File: src/rtl/irsir_pkg.sv
package irsir_pkg;

  // strobes from control to datapath
  typedef struct packed {
    logic startLow;   // restart width measurement
    logic countLow;   // width counter enabled
    logic startDly;   // restart latency tick counter
    logic countDly;   // latency counter enabled
    logic loadOut;    // begin an output bit period
    logic setErr;     // raise sticky error
  } irCtl_t;

  // status from datapath to control
  typedef struct packed {
    logic fallEvt;    // synchronized line went low
    logic riseEvt;    // synchronized line went high
    logic inRange;    // measured width within limits
    logic tooLong;    // measured width above maximum
    logic dlyDone;    // latency tick reached this cycle
  } irStat_t;

  typedef enum logic [1:0] {
    ST_IDLE = 2'd0,
    ST_LOW  = 2'd1,
    ST_HOLD = 2'd2
  } irState_t;

endpackage

File: src/rtl/irsir_rx_datapath.sv
module irsir_rx_datapath
  import irsir_pkg::*;
#(
  parameter int CNT_W       = 8,
  parameter int BIT_TICKS   = 16,
  parameter int LAT_TICKS   = 8,
  parameter int SYNC_STAGES = 2
) (
  input  logic             clk,
  input  logic             rst,
  input  logic             baudTick,
  input  logic             irRxN,
  input  logic [CNT_W-1:0] minWidth,
  input  logic [CNT_W-1:0] maxWidth,
  input  irCtl_t           ctl,
  output irStat_t          stat,
  output logic             rxd,
  output logic             pulseErr
);

  localparam int DLY_W = (LAT_TICKS > 1) ? $clog2(LAT_TICKS) : 1;
  localparam int OUT_W = (BIT_TICKS > 1) ? $clog2(BIT_TICKS) : 1;
  localparam logic [DLY_W-1:0] DLY_LAST = DLY_W'(LAT_TICKS - 1);
  localparam logic [OUT_W-1:0] OUT_LAST = OUT_W'(BIT_TICKS - 1);
  localparam logic [CNT_W-1:0] CNT_SAT  = {CNT_W{1'b1}};

  // synchronizer chain, idles high
  logic [SYNC_STAGES-1:0] syncQ;
  logic lineQ, linePrev;

  generate
    if (SYNC_STAGES == 1) begin : g_sync1
      always_ff @(posedge clk) begin
        if (rst) syncQ <= '1;
        else     syncQ <= irRxN;
      end
    end else begin : g_syncN
      always_ff @(posedge clk) begin
        if (rst) syncQ <= '1;
        else     syncQ <= {syncQ[SYNC_STAGES-2:0], irRxN};
      end
    end
  endgenerate

  assign lineQ = syncQ[SYNC_STAGES-1];

  always_ff @(posedge clk) begin
    if (rst) linePrev <= 1'b1;
    else     linePrev <= lineQ;
  end

  // low-width counter, saturating
  logic [CNT_W-1:0] lowCnt;
  always_ff @(posedge clk) begin
    if (rst)                                       lowCnt <= '0;
    else if (ctl.startLow)                         lowCnt <= CNT_W'(1);
    else if (ctl.countLow && !lineQ && lowCnt != CNT_SAT) lowCnt <= lowCnt + 1'b1;
  end

  // latency tick counter
  logic [DLY_W-1:0] dlyCnt;
  always_ff @(posedge clk) begin
    if (rst)                          dlyCnt <= '0;
    else if (ctl.startDly)            dlyCnt <= '0;
    else if (ctl.countDly && baudTick) dlyCnt <= dlyCnt + 1'b1;
  end

  // output bit period
  logic             outActive;
  logic [OUT_W-1:0] outCnt;
  always_ff @(posedge clk) begin
    if (rst) begin
      outActive <= 1'b0;
      outCnt    <= '0;
    end else if (ctl.loadOut) begin
      outActive <= 1'b1;
      outCnt    <= '0;
    end else if (outActive && baudTick) begin
      if (outCnt == OUT_LAST) begin
        outActive <= 1'b0;
        outCnt    <= '0;
      end else begin
        outCnt <= outCnt + 1'b1;
      end
    end
  end

  logic errFlag;
  always_ff @(posedge clk) begin
    if (rst)             errFlag <= 1'b0;
    else if (ctl.setErr) errFlag <= 1'b1;
  end

  assign stat.fallEvt = linePrev & ~lineQ;
  assign stat.riseEvt = ~linePrev & lineQ;
  assign stat.inRange = (lowCnt >= minWidth) && (lowCnt <= maxWidth);
  assign stat.tooLong = (lowCnt > maxWidth);
  assign stat.dlyDone = baudTick && (dlyCnt == DLY_LAST);

  assign rxd      = ~outActive;
  assign pulseErr = errFlag;

  // error flag is sticky
  p_err_sticky_r8: assert property (@(posedge clk) disable iff (rst)
    errFlag |=> errFlag);

  // a rise after an over-long pulse leaves the flag set
  p_long_flags_r5: assert property (@(posedge clk) disable iff (rst)
    (stat.riseEvt && stat.tooLong) |=> errFlag);

  // a short pulse ending never raises the flag
  p_glitch_quiet_r4: assert property (@(posedge clk) disable iff (rst)
    (stat.riseEvt && (lowCnt < minWidth) && !errFlag && (minWidth <= maxWidth)) |=> !errFlag);

  // rxd only falls after a load strobe from control
  p_rxd_fall_r2: assert property (@(posedge clk) disable iff (rst)
    $fell(rxd) |-> $past(ctl.loadOut));

  // the bit-period count moves only on ticks
  p_out_hold_r2: assert property (@(posedge clk) disable iff (rst)
    (outActive && !baudTick && !ctl.loadOut) |=> (outActive && $stable(outCnt)));

endmodule

File: src/rtl/irsir_rx_ctrl.sv
module irsir_rx_ctrl
  import irsir_pkg::*;
(
  input  logic    clk,
  input  logic    rst,
  input  irStat_t stat,
  output irCtl_t  ctl
);

  irState_t state, stateNext;

  always_ff @(posedge clk) begin
    if (rst) state <= ST_IDLE;
    else     state <= stateNext;
  end

  always_comb begin
    ctl          = '0;
    stateNext    = state;
    ctl.countLow = (state == ST_LOW);
    ctl.countDly = (state != ST_IDLE);
    case (state)
      ST_IDLE: begin
        if (stat.fallEvt) begin
          ctl.startLow = 1'b1;
          ctl.startDly = 1'b1;
          stateNext    = ST_LOW;
        end
      end
      ST_LOW: begin
        if (stat.riseEvt) begin
          if (stat.inRange) begin
            if (stat.dlyDone) begin
              ctl.loadOut = 1'b1;
              stateNext   = ST_IDLE;
            end else begin
              stateNext = ST_HOLD;
            end
          end else begin
            ctl.setErr = stat.tooLong;
            stateNext  = ST_IDLE;
          end
        end else if (stat.dlyDone) begin
          // still low at the output point: cannot decode in time
          ctl.setErr = 1'b1;
          stateNext  = ST_IDLE;
        end
      end
      ST_HOLD: begin
        if (stat.fallEvt) begin
          ctl.startLow = 1'b1;
          ctl.startDly = 1'b1;
          stateNext    = ST_LOW;
        end else if (stat.dlyDone) begin
          ctl.loadOut = 1'b1;
          stateNext   = ST_IDLE;
        end
      end
      default: stateNext = ST_IDLE;
    endcase
  end

  // a new edge while waiting re-arms measurement
  p_restart_r6: assert property (@(posedge clk) disable iff (rst)
    (state == ST_HOLD && stat.fallEvt) |=> (state == ST_LOW));

  // an output bit starts only for an in-range width at the latency tick
  p_load_qualified_r3: assert property (@(posedge clk) disable iff (rst)
    ctl.loadOut |-> (stat.inRange && stat.dlyDone));

  // low at the latency tick ends the attempt
  p_stuck_abort_r7: assert property (@(posedge clk) disable iff (rst)
    (state == ST_LOW && !stat.riseEvt && stat.dlyDone) |=> (state == ST_IDLE));

endmodule

File: src/rtl/irsir_rx_decoder.sv
module irsir_rx_decoder
  import irsir_pkg::*;
#(
  parameter int CNT_W       = 8,
  parameter int BIT_TICKS   = 16,
  parameter int LAT_TICKS   = 8,
  parameter int SYNC_STAGES = 2
) (
  input  logic             clk,
  input  logic             rst,
  input  logic             baudTick,
  input  logic             irRxN,
  input  logic [CNT_W-1:0] minWidth,
  input  logic [CNT_W-1:0] maxWidth,
  output logic             rxd,
  output logic             pulseErr
);

  irCtl_t  ctl;
  irStat_t stat;

  irsir_rx_datapath #(
    .CNT_W       (CNT_W),
    .BIT_TICKS   (BIT_TICKS),
    .LAT_TICKS   (LAT_TICKS),
    .SYNC_STAGES (SYNC_STAGES)
  ) u_dp (
    .clk      (clk),
    .rst      (rst),
    .baudTick (baudTick),
    .irRxN    (irRxN),
    .minWidth (minWidth),
    .maxWidth (maxWidth),
    .ctl      (ctl),
    .stat     (stat),
    .rxd      (rxd),
    .pulseErr (pulseErr)
  );

  irsir_rx_ctrl u_ctl (
    .clk  (clk),
    .rst  (rst),
    .stat (stat),
    .ctl  (ctl)
  );

endmodule

File: config.mk
export PLATFORM = sky130hd
export DESIGN_NAME = irsir_rx_decoder
export DESIGN_NICKNAME = d
export VERILOG_FILES = /design/src/rtl/irsir_pkg.sv /design/src/rtl/irsir_rx_datapath.sv /design/src/rtl/irsir_rx_ctrl.sv /design/src/rtl/irsir_rx_decoder.sv
export SDC_FILE = /design/constraint.sdc
export NUM_CORES = 1
export LEC_CHECK = 0
export BUFFER_PORTS_ARGS = -buffer_cell sky130_fd_sc_hd__buf_2
export CORE_ASPECT_RATIO = 0.5
export CORE_MARGIN = 1
export CORE_UTILIZATION = 40
export DETAILED_ROUTE_END_ITERATION = 8
export PLACE_DENSITY = 0.59
export SYNTH_ARGS = -nofsm -noshare
export SYNTH_HDL_FRONTEND = slang
export SYNTH_SLANG_ARGS = --single-unit
File: constraint.sdc
create_clock -name clk -period 2.7 [get_ports clk]
set_input_delay 0.27 -clock clk [delete_from_list [all_inputs] [get_ports clk]]
set_output_delay 0.27 -clock clk [all_outputs]
set_load 0.01 [all_outputs]
==> impl_summary.log <==
[metrics] average size of a mapped cell: 8.073 um2
[metrics] Final Hold Violating Endpoints: 0
[metrics] number of antenna violations at the first check in global routing: 0
[metrics] total of endpoints with negative setup slack in the final report: 0
[metrics] Required @ worst endpoint: 2.83 ns
[metrics] post-synthesis register bit count: 22
[metrics] worst slack after detailed placement: 0.6622 ns
[metrics] Max-Slew Margin vs Limit: 64.12%
[metrics] Period minus WS final: 2.060 ns
[metrics] worst-margin pin slew: 0.5342 ns
[metrics] Placed Cells: 259
[metrics] clock latency reported for the late side of the worst-skew pair: 0.27 ns
[metrics] total number of clock tree sinks: 22
[metrics] Syn Nets: 232
[metrics] first-iteration detailed-routing DRC count: 38
[metrics] stage delay of the slowest cell on the critical path: 0.47 ns
[metrics] Setup Buffers After CTS: 0
[metrics] Post-Route Skew: 0.007151 ns
[metrics] power density relative to cell area: 401.0 mW/mm2
[metrics] busiest metal layer after global routing: met2
[metrics] post-layout instance area: 0.001754 mm2
[metrics] cells after synthesis: 188
[metrics] Area after DPL: 0.001683 mm2
[metrics] Top Ports: 22
[metrics] post-DR wirelength/cell: 11.52 um
[metrics] largest fanout on the critical path: 8
[metrics] drc violations: 0
[metrics] type of the worst setup path: reg -> reg
[metrics] synthesized area: 0.001518 mm2
[metrics] Area growth, synth to finish: 15.58%
[metrics] buffer type at the clock tree root: sky130_fd_sc_hd__clkbuf_8
[metrics] status: completed
[metrics] placer's final routability congestion estimate: 0.8786
[metrics] Setup crit start kind: flop
[metrics] number of global-route vias before repair: 1,144
[metrics] register area share after synthesis: 29.02%
[metrics] count of different cell masters after synthesis: 37
[metrics] CTS tree: done
[metrics] global-route track usage on met2: 29.16%
[metrics] Clock Tree Buf Depth: 2
[metrics] initial cell density of the core: 43.01%
[metrics] half-perimeter wire length after placement: 2424 um
[metrics] count of buffers inserted at the top-level ports: 21
[metrics] share of cells above drive strength 1: 14.15%
[metrics] All-Layer GR Usage: 16.17%
[metrics] DRT antenna net count: 0
[metrics] Final #Nets: 257
[metrics] wire length of the first global-routing pass: 4968 um
[metrics] classification of the worst-slack hold path: in -> reg
[metrics] final setup slack of the worst path: 0.6401 ns
[metrics] gr ovfl total: 0
[metrics] width of the chip: 89.11 um
[metrics] Peak VDD IR: 0.0002835 V
[metrics] vertical die dimension: 45.56 um
[metrics] Setup crit end kind: flop
[metrics] cell leakage power: 0.8128 nW
[metrics] cell row count: 15
[metrics] placeable core region: 0.003528 mm2
[metrics] cts bufs inserted: 3
[metrics] post-cts hold buffer count: 0
[metrics] highest clock rate: 485.5 MHz
[metrics] Worst EP arrival: 2.19 ns
[metrics] First-pass DRT Iterations: 4
[metrics] number of synthesis warnings: 0
[metrics] slowest cell on the critical path: sky130_fd_sc_hd__dfxtp_1
[metrics] diodes inserted: 0
[metrics] Final Hold Slack: 0.1865 ns
[metrics] met1 track utilization from global routing: 20.83%
[metrics] clock-pin slew on the worst setup and hold paths: 0.08 ns
[metrics] total via count after detailed routing: 1,318
[metrics] maximum number of pins on one net before global-route repair: 14
[metrics] H-tree lvl count: 1
[metrics] Period Utilization, post-route: 76.29%
[metrics] Total Negative Setup Slacks: 0 ns
[metrics] chain of cells forming the critical path: ha_1 > and3_1 > a221o_1 > a21o_1 > a21oi_1 > a21oi_1
[metrics] vias per std cell: 5.011
[metrics] Final Max Tran Viols: 0
[metrics] post-layout instance count excluding filler cells: 263
[metrics] wirelength, routed: 3029 um
[metrics] cell occurring most often along the worst timing path: sky130_fd_sc_hd__a21oi_1
[metrics] number of max-cap violations: 0
[metrics] setup repair after global routing missed its margin: false
[metrics] global routing met3 resource utilization: 3.442%
[metrics] Post-CTS Resized: 0
[metrics] Die Outline Area: 0.004059 mm2
-- layout by cell type, fill, tap and decap left out, drive strengths merged, types with 2 or more instances in the layout --
cell	Yosys	layout
nand2b	2	2
o31ai	2	2
ha	24	24
inv	20	20
xnor2	3	3
xor2	3	3
or3	2	2
buf	0	21
dfxtp	22	22
nand3	4	4
nand4	3	3
nand2	22	22
nor3	6	6
nor2	16	16
a221o	2	2
or2	3	3
o32ai	2	2
a21o	3	3
and2	3	3
mux2i	4	4
o21ai	7	7
a21oi	18	18
clkbuf	1	3
nor2b	4	4
-- Yosys cell counts --
cell type | n | area (um2)
sky130_fd_sc_hd__clkbuf_1 | 1 | 3.750
sky130_fd_sc_hd__or2_2 | 3 | 18.77
sky130_fd_sc_hd__o32ai_1 | 1 | 8.760
sky130_fd_sc_hd__a311oi_1 | 1 | 8.760
sky130_fd_sc_hd__or4b_1 | 1 | 10.01
sky130_fd_sc_hd__xor2_1 | 3 | 26.28
sky130_fd_sc_hd__nor2_1 | 16 | 60.06
sky130_fd_sc_hd__and2_4 | 1 | 8.760
sky130_fd_sc_hd__o32ai_2 | 1 | 16.27
sky130_fd_sc_hd__xnor2_1 | 3 | 26.28
sky130_fd_sc_hd__a211oi_1 | 1 | 7.510
sky130_fd_sc_hd__mux2i_1 | 4 | 40.04
sky130_fd_sc_hd__nor4bb_1 | 1 | 10.01
sky130_fd_sc_hd__or3_1 | 2 | 12.51
sky130_fd_sc_hd__o211ai_1 | 1 | 7.510
sky130_fd_sc_hd__nand3_1 | 4 | 20.02
sky130_fd_sc_hd__dfxtp_1 | 22 | 440.4
sky130_fd_sc_hd__a21oi_1 | 18 | 90.09
sky130_fd_sc_hd__nor4_1 | 1 | 6.260
sky130_fd_sc_hd__nor3b_1 | 1 | 7.510
sky130_fd_sc_hd__a22oi_1 | 1 | 7.510
sky130_fd_sc_hd__nand2b_1 | 2 | 12.51
sky130_fd_sc_hd__a21o_1 | 3 | 22.52
sky130_fd_sc_hd__inv_1 | 20 | 75.07
sky130_fd_sc_hd__o31ai_1 | 2 | 15.01
sky130_fd_sc_hd__and2_1 | 2 | 12.51
sky130_fd_sc_hd__nor2b_1 | 4 | 25.02
sky130_fd_sc_hd__o21ai_0 | 7 | 35.03
sky130_fd_sc_hd__and4_1 | 1 | 8.760
sky130_fd_sc_hd__nand4b_1 | 1 | 8.760
sky130_fd_sc_hd__and3_1 | 1 | 6.260
sky130_fd_sc_hd__nand2_1 | 22 | 82.58
sky130_fd_sc_hd__a21boi_0 | 1 | 7.510
sky130_fd_sc_hd__nor3_1 | 6 | 30.03
sky130_fd_sc_hd__nand4_1 | 3 | 18.77
sky130_fd_sc_hd__a221o_1 | 2 | 20.02
sky130_fd_sc_hd__ha_1 | 24 | 300.3
-- report_power, final --
group	leakage, nW	internal, mW	switching [mW]	total (mW)
registers	0.178	0.328	0.00387	0.332
clock network	0.0357	0.198	0.109	0.307
logic	0.599	0.0297	0.0342	0.0639
-- sequential cells by signal, indices dropped and copies added (netlist names) --
register / cells
u_dp.pulseErr: 1
u_dp.outActive: 1
u_dp.lowCnt: 8
u_ctl.state: 2
u_dp.outCnt: 4
u_dp.syncQ: 2
u_dp.linePrev: 1
u_dp.dlyCnt: 3
-- area by class of cell --
cell class	instances	area, um2
Inverter	20	75.07
Multi-Input combinational cell	145	998.5
Fill cell	365	1774
Sequential cell	22	440.4
Clock buffer	3	41.29
Timing Repair Buffer	21	105.1
Clock inverter	1	30.03
Tap cell	51	63.81
-- final timing paths --
path,startpoint,to,slack (ns),cells past startpoint
setup / recovery,u_dp.lowCnt[3],u_dp.outCnt[1],0.64,6
hold / removal,irRxN,u_dp.syncQ[0],0.19,2
setup reg to reg,u_dp.lowCnt[3],u_dp.outCnt[1],0.64,6
hold reg to reg,u_dp.syncQ[0],u_dp.syncQ[1],0.42,1
-- critical path, delay by kind of cell (launching register included) --
family / cells / cell delay (ns)
flops: 1 / 0.47
simple gates: 1 / 0.20
compound gates: 4 / 0.96
fa+ha+maj: 1 / 0.30
-- routing by layer --
metal | part of all wire (%) | wire length, um | vias to the layer above
met1 | 52 | 1560 | 586
met4 | 0.69 | 21 | 0
li1 | - | - | 706
met3 | 4.2 | 126 | 2
met2 | 44 | 1321 | 24
met5 | 0 | 0 | -
-- per-stage QoR --
stage               utilization, %  total power [mW]
finish                       49.72            0.7034
CTS                          49.72            0.7138
floorplan                        -            0.3790
detailed placement           47.70            0.4041
global route                 49.72            0.7402
global placement             47.70            0.4020
-- kinds of logic (layout without fill, tap and decap cells) --
family | Yosys count | in the layout | share of synthesized area, %
AO/OA/AOI/OAI | 39 | 39 | 16.24
XOR/XNOR | 6 | 6 | 3.463
adder cells (fa/ha/maj) | 24 | 24 | 19.79
buffers and inverters | 21 | 45 | 5.193
flip-flops | 22 | 22 | 29.02
multiplexers | 4 | 4 | 2.638
AND/OR/NAND/NOR | 72 | 72 | 23.66
(Power assumes the default switching activity.)
